$ cat src/rtl/boot_fo_pkg.sv
package boot_fo_pkg;
  typedef enum logic [1:0] {
    SZ_BYTE = 2'd0,
    SZ_HALF = 2'd1,
    SZ_WORD = 2'd2,
    SZ_RSVD = 2'd3
  } acc_size_e;

  typedef enum logic [1:0] {
    RA_KICK = 2'd0,
    RA_MULT = 2'd1,
    RA_DONE = 2'd2,
    RA_NONE = 2'd3
  } reg_addr_e;

  typedef enum logic [1:0] {
    ATT_FIRST  = 2'd0,
    ATT_SECOND = 2'd1,
    ATT_THIRD  = 2'd2,
    ATT_UNUSED = 2'd3
  } attempt_e;

  localparam int unsigned NUM_RST_SRC = 7;
endpackage

$ cat src/rtl/bfo_wdog.sv
module bfo_wdog #(
  parameter int unsigned BASE_CYC = 80_000_000,
  parameter int unsigned MULT_W   = 4
) (
  input  logic              clk,
  input  logic              clr,
  input  logic              kick,
  input  logic [MULT_W-1:0] mult,
  output logic              expire
);
  localparam int unsigned SUB_W = (BASE_CYC > 1) ? $clog2(BASE_CYC) : 1;
  localparam logic [SUB_W-1:0] SUB_LAST = SUB_W'(BASE_CYC - 1);

  logic [SUB_W-1:0]  sub_q;
  logic [MULT_W-1:0] per_q;
  logic [MULT_W-1:0] eff_mult;
  logic              sub_end;
  logic              per_end;

  always_comb begin
    eff_mult = (mult == '0) ? MULT_W'(1) : mult;
    sub_end  = (sub_q == SUB_LAST);
    per_end  = (per_q >= eff_mult - MULT_W'(1));
    expire   = !clr && !kick && sub_end && per_end;
  end

  always_ff @(posedge clk) begin
    if (clr || kick) begin
      sub_q <= '0;
      per_q <= '0;
    end else if (sub_end) begin
      sub_q <= '0;
      per_q <= per_end ? '0 : per_q + MULT_W'(1);
    end else begin
      sub_q <= sub_q + SUB_W'(1);
    end
  end
endmodule

$ cat src/rtl/bfo_rst_stretch.sv
module bfo_rst_stretch #(
  parameter int unsigned HOLD_CYC = 16,
  parameter int unsigned NSRC     = 7
) (
  input  logic            clk,
  input  logic [NSRC-1:0] src,
  input  logic            slot,
  output logic            sys_rst,
  output logic            bp_rst
);
  localparam int unsigned CW = $clog2(HOLD_CYC + 1);

  logic [CW-1:0] cnt_q;
  logic          any_src;
  logic          rst_next;

  always_comb begin
    any_src  = |src;
    rst_next = any_src || (cnt_q != '0);
  end

  always_ff @(posedge clk) begin
    if (any_src)             cnt_q <= CW'(HOLD_CYC);
    else if (cnt_q != '0)    cnt_q <= cnt_q - CW'(1);
    sys_rst <= rst_next;
    bp_rst  <= rst_next && slot;
  end
endmodule

$ cat src/rtl/bfo_sequencer.sv
module bfo_sequencer
  import boot_fo_pkg::*;
(
  input  logic       clk,
  input  logic       rst,
  input  logic       ext_rst,
  input  logic       wd_expire,
  input  logic       done_wr,
  output attempt_e   attempt,
  output logic [2:0] hist,
  output logic       halt,
  output logic       done
);
  always_ff @(posedge clk) begin
    if (rst) begin
      attempt <= ATT_FIRST;
      hist    <= '0;
      halt    <= 1'b0;
      done    <= 1'b0;
    end else if (ext_rst) begin
      attempt <= ATT_FIRST;
      halt    <= 1'b0;
      done    <= 1'b0;
    end else if (wd_expire) begin
      hist <= hist | (3'b001 << attempt);
      done <= 1'b0;
      case (attempt)
        ATT_FIRST:  attempt <= ATT_SECOND;
        ATT_SECOND: attempt <= ATT_THIRD;
        default:    halt    <= 1'b1;
      endcase
    end else if (done_wr) begin
      attempt <= ATT_FIRST;
      done    <= 1'b1;
    end
  end
endmodule

$ cat src/rtl/boot_failover_ctrl.sv
module boot_failover_ctrl
  import boot_fo_pkg::*;
#(
  parameter int unsigned BASE_CYC = 80_000_000,
  parameter int unsigned MULT_W   = 4,
  parameter int unsigned DEF_MULT = 2,
  parameter int unsigned HOLD_CYC = 16
) (
  input  logic       clk,
  input  logic       rst,
  input  logic       sw_rst_req,
  input  logic       btn_rst,
  input  logic       jtag_rst,
  input  logic       sup_rst,
  input  logic       pwr_fail,
  input  logic       system_slot,
  input  logic       bus_req,
  input  logic       bus_wr,
  input  logic [1:0] bus_size,
  input  logic       reg_wr,
  input  logic [1:0] reg_addr,
  input  logic [7:0] reg_wdata,
  output logic       cs_primary,
  output logic       cs_secondary,
  output logic       bus_err,
  output logic       sys_rst,
  output logic       bp_rst,
  output logic       halted,
  output logic [7:0] status
);
  localparam logic [MULT_W-1:0] MULT_RST = MULT_W'(DEF_MULT);

  logic              ext_rst;
  logic              wr_ok;
  logic              kick;
  logic              mult_wr;
  logic              done_wr;
  logic              wd_expire;
  logic              acc_ok;
  logic [MULT_W-1:0] mult_q;
  logic [NUM_RST_SRC-1:0] src_vec;
  attempt_e          attempt;
  logic [2:0]        hist;
  logic              halt;
  logic              done;

  always_comb begin
    ext_rst = rst | sw_rst_req | btn_rst | jtag_rst | sup_rst | pwr_fail;
    wr_ok   = reg_wr && !sys_rst;
    kick    = wr_ok && (reg_addr == RA_KICK);
    mult_wr = wr_ok && (reg_addr == RA_MULT);
    done_wr = wr_ok && (reg_addr == RA_DONE);
    if (bus_wr) acc_ok = (bus_size == SZ_HALF);
    else        acc_ok = (bus_size != SZ_RSVD);
    src_vec = {ext_rst, wd_expire, halt, 4'b0000};
  end

  always_ff @(posedge clk) begin
    if (rst || sys_rst)  mult_q <= MULT_RST;
    else if (mult_wr)    mult_q <= reg_wdata[MULT_W-1:0];
  end

  bfo_wdog #(
    .BASE_CYC (BASE_CYC),
    .MULT_W   (MULT_W)
  ) u_wdog (
    .clk    (clk),
    .clr    (rst | sys_rst),
    .kick   (kick),
    .mult   (mult_q),
    .expire (wd_expire)
  );

  bfo_sequencer u_seq (
    .clk       (clk),
    .rst       (rst),
    .ext_rst   (ext_rst),
    .wd_expire (wd_expire),
    .done_wr   (done_wr),
    .attempt   (attempt),
    .hist      (hist),
    .halt      (halt),
    .done      (done)
  );

  bfo_rst_stretch #(
    .HOLD_CYC (HOLD_CYC),
    .NSRC     (NUM_RST_SRC)
  ) u_rst (
    .clk     (clk),
    .src     (src_vec),
    .slot    (system_slot),
    .sys_rst (sys_rst),
    .bp_rst  (bp_rst)
  );

  assign halted = halt;

  always_ff @(posedge clk) begin
    if (rst) begin
      cs_primary   <= 1'b0;
      cs_secondary <= 1'b0;
      bus_err      <= 1'b0;
      status       <= '0;
    end else begin
      cs_primary   <= bus_req && acc_ok && !sys_rst && (attempt != ATT_SECOND);
      cs_secondary <= bus_req && acc_ok && !sys_rst && (attempt == ATT_SECOND);
      bus_err      <= bus_req && !acc_ok && !sys_rst;
      status       <= {done, |hist, hist, attempt == ATT_SECOND, attempt};
    end
  end
endmodule

$ cat config.mk
export PLATFORM = sky130hd
export DESIGN_NAME = boot_failover_ctrl
export DESIGN_NICKNAME = d
export VERILOG_FILES = /design/src/rtl/boot_fo_pkg.sv /design/src/rtl/bfo_wdog.sv /design/src/rtl/bfo_rst_stretch.sv /design/src/rtl/bfo_sequencer.sv /design/src/rtl/boot_failover_ctrl.sv
export SDC_FILE = /design/constraint.sdc
export NUM_CORES = 1
export LEC_CHECK = 0
export CELL_PAD_IN_SITES_DETAIL_PLACEMENT = 0
export CELL_PAD_IN_SITES_GLOBAL_PLACEMENT = 2
export CORE_ASPECT_RATIO = 1.5
export CORE_MARGIN = 5
export CORE_UTILIZATION = 38
export DETAILED_ROUTE_END_ITERATION = 10
export DONT_BUFFER_PORTS = 1
export GPL_TIMING_DRIVEN = 0
export MAX_ROUTING_LAYER = met4
export PLACE_DENSITY_LB_ADDON = 0.1
export SLEW_MARGIN = 0
export SYNTH_ARGS = -nofsm -noshare
export SYNTH_HDL_FRONTEND = slang
export SYNTH_SLANG_ARGS = --single-unit
$ cat constraint.sdc
create_clock -name clk -period 3.4 [get_ports clk]
set_clock_uncertainty 0.2 [all_clocks]
set_input_delay 0.17 -clock clk [delete_from_list [all_inputs] [get_ports clk]]
set_output_delay 0.17 -clock clk [all_outputs]
set_load 0.1 [all_outputs]
### Word level (Yosys, flattened, before mapping)

Index checks and enable logic that the tools add are counted.
W data, S select, Z words.

* word-level logic and storage cells: 78
* output and inout bits: 14
* input bits: 23
* flip-flop bits (word level): 60

* equal/unequal tests: 8
* reduce and logical (&&, ||, !) cells: 35
* order comparisons: 1
* muxes and demuxes: 6
* bitwise operators: 9
* add/sub/neg operators: 4
* shifts and indexed selects: 1

Operator list (count)
* $add A27 B1 Y27 const B: 1
* $eq A27 B27 Y1 const B: 1
* $logic_and A1 B1 Y1: 14
* $reduce_or A3 Y1: 3
* $mux W4: 2
* $eq A2 B1 Y1 const B: 3
* $or A1 B1 Y1: 6
* $reduce_and A2 Y1: 3
* $reduce_or A2 Y1: 3
* $reduce_bool A5 Y1: 1
* $sub A5 B1 Y5 const B: 1
* $add A4 B1 Y4 const B: 1
* $ge A4 B4 Y1: 1
* $logic_not A1 Y1: 4
* $logic_not A2 Y1: 2
* $logic_not A4 Y1: 1
* $mux W2: 2
* $pmux W2 S2: 1
* $sub A4 B1 Y4 const B: 1
* $logic_or A1 B1 Y1: 3
* $ne A3 B3 Y1 const B: 1
* $or A3 B3 Y3: 1
* $shl A1 B2 Y3 const A: 1
* $eq A2 B2 Y1 const B: 1
* other kinds (5): 6

### Logic depth before layout (Yosys ltp)

Gate-level depths: netlist (run 1).

* depth in word-level cells: 10
* gate-level depth with buffers: 11
* gate-level depth less buffers: 10

### Hierarchy

From an unflattened synthesis (run 1), not the netlist that was laid out.

* cells, all modules: 303
* area total of the unflattened synthesis: 2787.7 um^2

Modules (own cells, without submodules)
* bfo_wdog: instances 1, area an instance 1641.6 um^2, cells each 192, seq. area each 620.6 um^2
* boot_failover_ctrl: instances 1, area an instance 575.6 um^2, cells each 52, seq. area each 300.3 um^2
* bfo_rst_stretch: instances 1, area an instance 320.3 um^2, cells each 32, seq. area each 140.1 um^2
* bfo_sequencer: instances 1, area an instance 250.2 um^2, cells each 27, seq. area each 140.1 um^2

### Worst setup path after synthesis (run 1)

OpenSTA, ideal clock, no wires.

* path type: reg-to-reg
* start: reg u_rst.sys_rst
* end: reg u_rst.bp_rst
* setup slack: 747 ps
* data required time: 3028 ps
* library setup time: 172 ps
* stages on the path, launching flop included: 7
* buffers on the path: 1
* data arrival time: 2281 ps
* period minus slack after synthesis: 2653 ps
* cell sequence: dfxtp_1 nor2_1 o21ai_1 and3b_1 clkbuf_1 a211oi_1 a21boi_0

* word-level cells in the longest chain between the ends: 10
* elaborated cells on any way between the ends: 12
* classes of those cells: bitwise: 1; reduce/logical: 11

Ends and longest elaborated chain
* start: declaration: line bfo_rst_stretch.sv:8 `output logic sys_rst,`
* start signal: assignment: line bfo_rst_stretch.sv:25 `sys_rst <= rst_next;`
* $logic_not A1 Y1: line boot_failover_ctrl.sv:49 `wr_ok = reg_wr && !sys_rst;`
* $logic_and A1 B1 Y1: line boot_failover_ctrl.sv:49
* $logic_and A1 B1 Y1: line boot_failover_ctrl.sv:50 `kick = wr_ok && (reg_addr == RA_KICK);`
* $logic_not A1 Y1: line bfo_wdog.sv:24 `expire = !clr && !kick && sub_end && per_end;`
* $logic_and A1 B1 Y1 * (3 in a row): line bfo_wdog.sv:24
* $reduce_or A3 Y1 *: line bfo_rst_stretch.sv:18 `any_src = |src;`
* $logic_or A1 B1 Y1 *: line bfo_rst_stretch.sv:19 `rst_next = any_src || (cnt_q != '0);`
* $logic_and A1 B1 Y1 *: line bfo_rst_stretch.sv:26 `bp_rst <= rst_next && slot;`
* end signal: assignment: line bfo_rst_stretch.sv:26
* end: declaration: line bfo_rst_stretch.sv:9 `output logic bp_rst`

Mark *: on every way between the ends. The rest lies on a longest branch, timed or not.
A chain may end at the register's enable or synchronous reset.

### Worst setup path in the final report (run 1)

Same ends and word-level chain as after synthesis.

==> flow_metrics.tcl, run 1 <==
set metrics [dict create \
    status "completed" \
    wl_per_cell_um 14.4 \
    grt_max_degree 13 \
    cts_resized 0 \
    initial_core_util_pct 38.8 \
    port_buffers 0 \
    core_mm2 0.00681 \
    root_buffer "clkbuf_8" \
    cts_made_buffers 9 \
    synth_area_leaders "dfxtp_1 (46%), nor2_1 (6.8%), xor2_1 (5.6%)" \
    ys.flop_type "dfxtp_1" \
    cp_cell_sequence "nor2_1 > o21ai_1 > and3b_1 > clkbuf_1 > a211oi_1 > a21boi_0" \
    hold_buffers 15 \
    hold_violations 0 \
    p_leak_nw 1.08 \
    grt_pass1_wl_um 9650 \
    cts_tree "done" \
    die_h_um 112 \
    final_core_util_pct 46.1 \
    hold_slack_ns 0.00344 \
    yosys.area.top_type "dfxtp_1" \
    avgSynthCellArea_um2 9.10 \
    fmax_mhz 323 \
    synth.most_common_cell "dfxtp_1" \
    worstSetupPathType "reg -> reg" \
    slowest_delay_ns 1.07 \
    grt_use_total_pct 14.3 \
    final_layout_size_suffix_gt1_share_pct 8.41 \
    final_area_mm2 0.00313 \
    worstMarginPinSlew_ns 1.18 \
    place.gp.congestion 0.726 \
    ys_seq_elements 60 \
    clkLatencyLatePin_ns 0.34 \
    rsz0062_at_grt "false" \
    worstPathMaxFanout 9 \
    layout_min_cycle_time_ns 3.10 \
    setup_tns_ns 0 \
    dpl_cell_area_mm2 0.00274 \
    synth_cells 290 \
    slew_headroom_pct 20.2 \
    clockBufferDepth 2 \
    hpwl_um 4180 \
    fp-row-count 37 \
    power.density_mw_per_mm2 487 \
    critPathRequiredTime_ns 3.36 \
    finalSetupViolations 0 \
    endpoint_kind "register" \
    drt_iter0_markers 66 \
    yosysTopAreaCellShare_pct 45.5 \
    antenna_found_initial 0 \
    synth_edf_count 0 \
    post-cts-setup-buffer-count 0 \
    maxCapViolations 0 \
    viasPerCell 5.23 \
    slew_violations 0 \
    cts_num_sinks 60 \
    routed-via-count 2086 \
    n_antenna_cell 0 \
    final_nets 347 \
    crit_path_start_kind "register" \
    critPathArrivalTime_ns 3.06 \
    grt-ovfl-total 0 \
    clk_pin_slew_ns 0.07 \
    synth.net_count 321 \
    fin_crit_sh_pct 91.1 \
    netlist_area_mm2 0.00264 \
    htreeDepth 3 \
    drt-pass1-iter-count 4 \
    syn_to_final_growth_pct 18.8 \
    io_pins 37 \
    drc 0 \
    synth.distinct_cells 45 \
    ant_nets 0 \
    crit_slowest_cell "dfxtp_1" \
    yosysSeqAreaShare_pct 45.5 \
    hold_path_class "in -> reg" \
    async_flop_share_pct 0 \
    synth-warning-count 0 \
    grt_pass1_vias 2023 \
    yosys-top-cells-count "dfxtp_1 (60), nor2_1 (48), nand2_1 (20)" \
    drt-total-wl_um 5730 \
    die_area_mm2 0.00875 \
    peakVddDrop_uv 260 \
    die-width_um 78.0 \
    fillers 698 \
]
[metrics by stage]
| stage | std cells | power (mW) | worst slack (ns) |
|---|---|---|---|
| detailed placement | 368 | 0.735 | 0.239 |
| floorplan | 290 | 0.733 | 0.747 |
| global placement | 368 | 0.734 | 0.221 |
| finish | 399 | 1.53 | 0.302 |
| global route | 399 | 1.58 | 0.0634 |
| CTS | 399 | 1.54 | 0.229 |
[registers in the layout, summed over array words and instances (netlist names), 2 cells and up]
register and count:
mult_q 4, status 8, u_rst.cnt_q 5, u_seq.attempt 2, u_seq.hist 3, u_wdog.per_q 4
u_wdog.sub_q 27
[cells in the final DEF, fill, tap and decap left out, drive strengths merged, types with 4 or more instances in the layout]
cell	count
xor2	17
clkbuf	12
nand4	9
nand2	20
nor2b	5
inv	9
dlygate4sd3	15
and3	7
xnor2	11
or3	4
mux2i	4
nor3	8
ha	8
dfxtp	60
nand2b	4
nor2	48
and4	4
nor4	7
nand3	18
o21ai	5
a21oi	9
[layout make-up]
type | instances | area (um2) | area share [%]
timing repair buffer | 15 | 150 | 4.79
tap | 78 | 97.6 | 3.11
multi-input combinational | 216 | 1360 | 43.5
clock inverter | 7 | 124 | 3.95
inverter | 8 | 30.0 | 0.958
clock buffer | 9 | 124 | 3.95
sequential | 60 | 1200 | 38.3
buffer | 6 | 45.0 | 1.44
[report_power, final]
group | switching (mW) | internal (mW) | leakage [nW]
logic | 0.00720 | 0.0123 | 0.481
registers | 0.00531 | 0.703 | 0.484
clock network | 0.307 | 0.492 | 0.120
total | 0.319 | 1.21 | 1.08
[cell families (layout without fill, tap and decap cells)]
kind of cell,Yosys count,count (layout),share of synthesized area (%)
XOR/XNOR,28,28,9.29
AND/OR/NAND/NOR,146,146,29.6
buffers and inverters,14,45,2.84
multiplexers,4,4,1.52
adder cells (fa/ha/maj),8,8,3.79
AO/OA/AOI/OAI,30,30,7.44
flip-flops,60,60,45.5
[per-layer routing]
layer	track usage, %	part of all wire (%)
met1	14.5	42
met2	24.8	52
met3	4.82	5.3
met4	5.41	1.6
met5	-	0
[critical path, delay by kind of cell (launching register included)]
| kind | cells | cell delay, ns |
|---|---|---|
| flip-flops | 1 | 1.07 |
| AO/OA/AOI/OAI | 3 | 0.95 |
| AND/OR/NAND/NOR | 2 | 0.50 |
| buffers and inverters | 1 | 0.19 |
[path summary, 6_finish.rpt]
check                 start  cells after the start  slack [ns]          endpoint
max           u_rst.sys_rst                      6        0.30      u_rst.bp_rst
min                pwr_fail                      3       0.003  u_seq.attempt[0]
max reg2reg   u_rst.sys_rst                      6        0.30      u_rst.bp_rst
min reg2reg  u_rst.cnt_q[4]                      2        0.25    u_rst.cnt_q[4]
Power figures use the tool's default switching activity.
==> run 2: changes to the inputs <==
- CORE_UTILIZATION: 38 -> 39
- SYNTH_HIERARCHICAL: unset -> 1
==> run 2 against run 1 <==
  * Global-route usage increased by 1.8 points
  * Via count up 13%
  * Cell count is 3.8% higher
  * Core utilization up 1.3 points
  * Critical path depth increased by 4
  * Non-clock buffer count is 1 higher
  * Largest power group is now sequential cells
==> flow_metrics.tcl, run 2 <==
set metrics [dict create \
    power.density_mw_per_mm2 435 \
    worstSetupPathType "reg -> reg" \
    ys_seq_elements 60 \
    final_layout_size_suffix_gt1_share_pct 13.4 \
    grt_max_degree 11 \
    netlist_area_mm2 0.00279 \
    yosys.area.top_type "dfxtp_1" \
    final_nets 362 \
    cts_num_sinks 60 \
    syn_to_final_growth_pct 17.2 \
    finalSetupViolations 0 \
    fmax_mhz 311 \
    avgSynthCellArea_um2 9.20 \
    reg.largest.list "u_wdog/sub_q: 27 flops, status: 8 flops, u_rst/cnt_q: 5 flops" \
    grt_pass1_wl_um 11000 \
    die_h_um 114 \
    synth-warning-count 6 \
    startpoint "mult_q[0]" \
    antenna_found_initial 0 \
    cts_tree "done" \
    grt-ovfl-total 0 \
    hpwl_um 4500 \
    initial_core_util_pct 40.4 \
    async_flop_share_pct 0 \
    port_buffers 0 \
    final_cell_mix "dfxtp_1 (60), nor2_1 (33), a21oi_1 (16)" \
    routed-via-count 2348 \
    endpoint_kind "register" \
    synth_area_leaders "dfxtp_1 (43%), nor2_1 (4.4%), ha_1 (3.1%)" \
    critPathArrivalTime_ns 3.25 \
    drt_iter0_markers 131 \
    hp-start "reg_wdata[0]" \
    slew_violations 0 \
    io_pins 37 \
    worstPathMaxFanout 6 \
    fin_crit_sh_pct 94.5 \
    htreeDepth 3 \
    fillers 684 \
    drt-total-wl_um 6520 \
    fp-row-count 37 \
    clkLatencyLatePin_ns 0.34 \
    rsz0062_at_grt "false" \
    grt_use_total_pct 16.1 \
    ant_nets 0 \
    power_mw 1.42 \
    dp_cells 384 \
    die-width_um 79.0 \
    yosys-top-cells-count "dfxtp_1 (60), nor2_1 (33), a21oi_1 (16)" \
    clockBufferDepth 2 \
    hold_path_class "in -> reg" \
    root_buffer "clkbuf_8" \
    critPathRequiredTime_ns 3.44 \
    crit_path_start_kind "register" \
    ff2ff_setup_slack_ns 0.19 \
    worstMarginPinSlew_ns 1.10 \
    p_leak_nw 1.06 \
    synth_cells 303 \
    slew_headroom_pct 26.6 \
    largest_reg_flops 27 \
    cts_made_buffers 9 \
    yosysTopAreaCellShare_pct 43.1 \
    final_common_cell "dfxtp_1" \
    hold_violations 0 \
    dpl_cell_area_mm2 0.00290 \
    final_area_mm2 0.00327 \
    n_antenna_cell 0 \
    core_mm2 0.00690 \
    peakVddDrop_uv 335 \
    synth_edf_count 0 \
    synth.distinct_cells 54 \
    ys.flop_type "dfxtp_1" \
    reg2reg_from "mult_q[0]" \
    drc 0 \
    wl_per_cell_um 15.7 \
    synth.most_common_cell "dfxtp_1" \
    drt-pass1-iter-count 4 \
    place.gp.congestion 0.744 \
    grt_pass1_vias 2328 \
    die_area_mm2 0.00897 \
    instances_no_fill 414 \
    yosysSeqAreaShare_pct 43.1 \
    status "completed" \
    top_register "u_wdog/sub_q" \
    viasPerCell 5.67 \
    clk_pin_slew_ns 0.06 \
    layout_min_cycle_time_ns 3.21 \
    maxCapViolations 0 \
]
run 2: worst paths after layout:
path                                    endpoint  cells after the start
worst max-delay path            u_seq/attempt[0]                     10
worst min-delay path                   mult_q[0]                      2
worst max register to register  u_seq/attempt[0]                     10
worst min register to register   u_wdog/sub_q[0]                      1
run 2: cell families after synthesis:
group	share of synthesized area, %
fa+ha+maj	3.14
xor+xnor	5.03
simple gates	34.5
other cells	0.135
compound gates	10.2
buf+inv	1.97
flops	43.1
mux	1.97
run 2: stage by stage:
step / util, % / TNS, ns / hold WS, ns / worst slack, ns
after global placement: 42.1 / -0.650 / 0.0406 / -0.236
final: 47.4 / 0 / 0.0110 / 0.187
after detailed placement: 42.1 / -0.514 / 0.0421 / -0.234
after floorplan: - / 0 / 0.0389 / 0.0945
after CTS: 47.3 / 0 / 0.000181 / 0.115
after global routing: 47.4 / 0 / 0.0205 / 0.0394
run 2: report_power, final:
group | leakage, nW | total, mW | switching [mW] | internal [mW]
Clock | 0.102 | 0.691 | 0.285 | 0.406
Combinational | 0.470 | 0.0230 | 0.00970 | 0.0133
Sequential | 0.483 | 0.708 | 0.00494 | 0.703
Total | 1.06 | 1.42 | 0.299 | 1.12
run 2: critical path: stages (launching register included):
cell	delay, ns
dfxtp_1	0.32
or2_2	0.33
nor2_1	0.09
a21oi_1	0.05
ha_1	0.28
or4b_2	0.59
a32o_2	0.34
nor4_4	0.30
and2b_1	0.22
nor2_1	0.06
a2111oi_2	0.32
run 2: area by class of cell:
cell class / instances / area, um2 / share of cell area (%)
Timing Repair Buffer: 15 / 143 / 4.37
Clock inverter: 5 / 77.6 / 2.37
Multi-Input combinational cell: 235 / 1570 / 47.9
Inverter: 4 / 15.0 / 0.460
Sequential cell: 60 / 1200 / 36.8
Clock buffer: 10 / 128 / 3.91
Buffer: 7 / 40.0 / 1.23
Tap cell: 78 / 97.6 / 2.99
run 2: per-layer routing:
layer / vias to the layer above / global-route usage, % / routed length [um]
met5: - / - / 0
met4: 0 / 7.57 / 55
met3: 4 / 4.50 / 263
met2: 51 / 27.2 / 3390
met1: 1099 / 17.3 / 2810
li1: 1194 / - / -
run 2: what timing repair did:
action	CTS	global route
hold buffers	12	0
gates resized for setup	2	1
cloned	0	0
pin swaps	1	1
endpoints found under the setup margin	9	2
buffers inserted	3	0
hold endpoints to repair	18	0
==> run 3: changes to the inputs <==
- CORE_UTILIZATION: 39 -> 38
- RECOVER_POWER: unset -> 100
- SYNTH_HIERARCHICAL: 1 -> unset
==> run 3 against run 2 <==
  * The flow now finishes with violations (hold timing)
  * Sequential share of layout area is 2.0 points higher
  * Routed wire length is 12% lower
  * Register-to-register slack better by 0.11 ns
  * Cell area is 5.1% lower
  * Global-route usage is 1.8 points lower
  * Setup slack better by 0.11 ns
  * Sequential power hardly changed
  * Via count is 11% lower
  * Hold slack worse by 0.022 ns
  * Cell count is 3.6% lower
  * Critical path depth is 4 lower
  * Non-clock buffer count is 1 lower
==> flow_metrics.tcl, run 3 (synthesis gave the netlist of run 1 again) <==
set metrics [dict create \
    status "complete, but fails checks" \
    violations "hold timing" \
    p_sw_mw 0.320 \
    clk_pin_slew_ns 0.07 \
    hold_violations 3 \
    power.density_mw_per_mm2 492 \
    grt_max_degree 13 \
    endpoint_kind "register" \
    maxCapViolations 0 \
    drt-pass1-iter-count 4 \
    root_buffer "clkbuf_8" \
    ff2ff_setup_slack_ns 0.30 \
    die-width_um 78.0 \
    fillers 701 \
    cts_num_sinks 60 \
    p_sw_share_pct 20.9 \
    routed-via-count 2082 \
    setup_tns_ns 0 \
    hp-start "pwr_fail" \
    min_path_cells 3 \
    critPathRequiredTime_ns 3.36 \
    crit_slowest_cell "dfxtp_1" \
    largest_reg_flops 27 \
    die_area_mm2 0.00875 \
    final_common_cell "dfxtp_1" \
    core_mm2 0.00681 \
    reg.largest.list "u_wdog.sub_q: 27 flops, status: 8 flops, u_rst.cnt_q: 5 flops" \
    r2r_cells 6 \
    drc 0 \
    startpoint "u_rst.sys_rst" \
    grt-ovfl-total 0 \
    die_h_um 112 \
    final_nets 347 \
    fp-row-count 37 \
    worstSetupPathType "reg -> reg" \
    power_frac_seq_pct 46.4 \
    ant_nets 0 \
    cts_made_buffers 9 \
    cts_resized 0 \
    wl_per_cell_um 14.4 \
    worstPathMaxFanout 9 \
    grt_pass1_vias 2023 \
    place_ws_ns 0.239 \
    antenna_found_initial 0 \
    p_int_mw 1.21 \
    slew_headroom_pct 20.2 \
    fmax_mhz 322 \
    clockBufferDepth 2 \
    reg2reg_to "u_rst.bp_rst" \
    htreeDepth 3 \
    hold_slack_ns -0.0113 \
    grt_use_total_pct 14.3 \
    drt-total-wl_um 5750 \
    slew_violations 0 \
    drt_iter0_markers 53 \
    comb_power_share_pct 1.3 \
    grt_pass1_wl_um 9650 \
    n_antenna_cell 0 \
    clockPowerShare_pct 52.3 \
    clkLatencyLatePin_ns 0.34 \
    top_register "u_wdog.sub_q" \
    place.gp.congestion 0.726 \
    setup_ws_ns 0.298 \
    port_buffers 0 \
    hold_path_class "in -> reg" \
    peakVddDrop_uv 259 \
    crit_buf_inv 1 \
    finalSetupViolations 0 \
    p_leak_nw 1.08 \
    io_pins 37 \
    worstMarginPinSlew_ns 1.18 \
    initial_core_util_pct 38.8 \
    holdPathEnd "u_seq.attempt[0]" \
    reg2reg_from "u_rst.sys_rst" \
    final_layout_size_suffix_gt1_share_pct 7.79 \
    cpLargestDelayFamily "flip-flops" \
    critPathArrivalTime_ns 3.07 \
    hpwl_um 4180 \
    final_cell_mix "dfxtp_1 (60), nor2_1 (48), nand2_1 (20)" \
    power_mw 1.53 \
    fin_crit_sh_pct 91.2 \
    post-cts-setup-buffer-count 0 \
    cp_cell_sequence "nor2_1 > o21ai_1 > and3b_1 > clkbuf_1 > a211oi_1 > a21boi_0" \
    rsz0062_at_grt "false" \
    layout_min_cycle_time_ns 3.10 \
    crit_path_start_kind "register" \
    cts_tree "done" \
    syn_to_final_growth_pct 17.5 \
    slowest_delay_ns 1.07 \
    viasPerCell 5.22 \
]
## run 3: worst max-delay path by stage
stage | end | slack [ns] | cells after the start
2_1_floorplan | u_rst.bp_rst | 0.75 | 6
3_3_place_gp | u_rst.bp_rst | 0.22 | 6
3_5_place_dp | u_rst.bp_rst | 0.24 | 6
4_1_cts | u_rst.bp_rst | 0.23 | 6
5_1_grt | u_rst.bp_rst | 0.06 | 6
6_report | u_rst.bp_rst | 0.30 | 6
## run 3: metrics by stage
stage | instances | cell area [um2] | utilization, % | hold WS, ns
after floorplan | 290 | 2640 | - | 0.0838
after CTS | 399 | 3130 | 46.1 | 0.000599
after global routing | 399 | 3100 | 45.6 | 0.0161
after detailed placement | 368 | 2740 | 40.2 | 0.0906
after global placement | 368 | 2740 | 40.2 | 0.0885
final | 399 | 3100 | 45.6 | -0.0113
## run 3: worst reg2reg max path, stage by stage, from the launching register on
cell,delay [ns]
dfxtp_1,1.07
nor2_1,0.26
o21ai_1,0.42
and3b_1,0.24
clkbuf_1,0.19
a211oi_1,0.41
a21boi_0,0.14
## run 3: area by class of cell
type                            count  area [um2]  share of cell area [%]
Sequential cell                    60        1200                    38.7
Clock inverter                      7         124                    4.00
Timing Repair Buffer               15         150                    4.84
Multi-Input combinational cell    216        1350                    43.5
Inverter                            8        30.0                   0.969
Clock buffer                        9         124                    4.00
Tap cell                           78        97.6                    3.15
Buffer                              6        25.0                   0.807
## run 3: routing by layer
layer | vias up | routed length (um) | part of all wire [%] | track usage [%]
li1 | 1070 | - | - | -
met1 | 966 | 2390 | 42 | 14.5
met2 | 36 | 2960 | 51 | 24.8
met3 | 10 | 307 | 5.3 | 4.82
met5 | - | 0 | 0 | -
met4 | 0 | 91 | 1.6 | 5.41
## run 3: power groups by stage
stage	Sequential (mW)	Clock (mW)	Combinational, mW
global placement	0.725	0	0.00939
CTS	0.709	0.816	0.0194
detailed placement	0.725	0	0.00946
finish	0.709	0.799	0.0195
floorplan	0.725	0	0.00781
global route	0.709	0.852	0.0213
## run 3: repair_timing
action	in CTS	in global routing
endpoints found under the hold margin	10	0
hold buffers	15	0
endpoints found under the setup margin	0	0
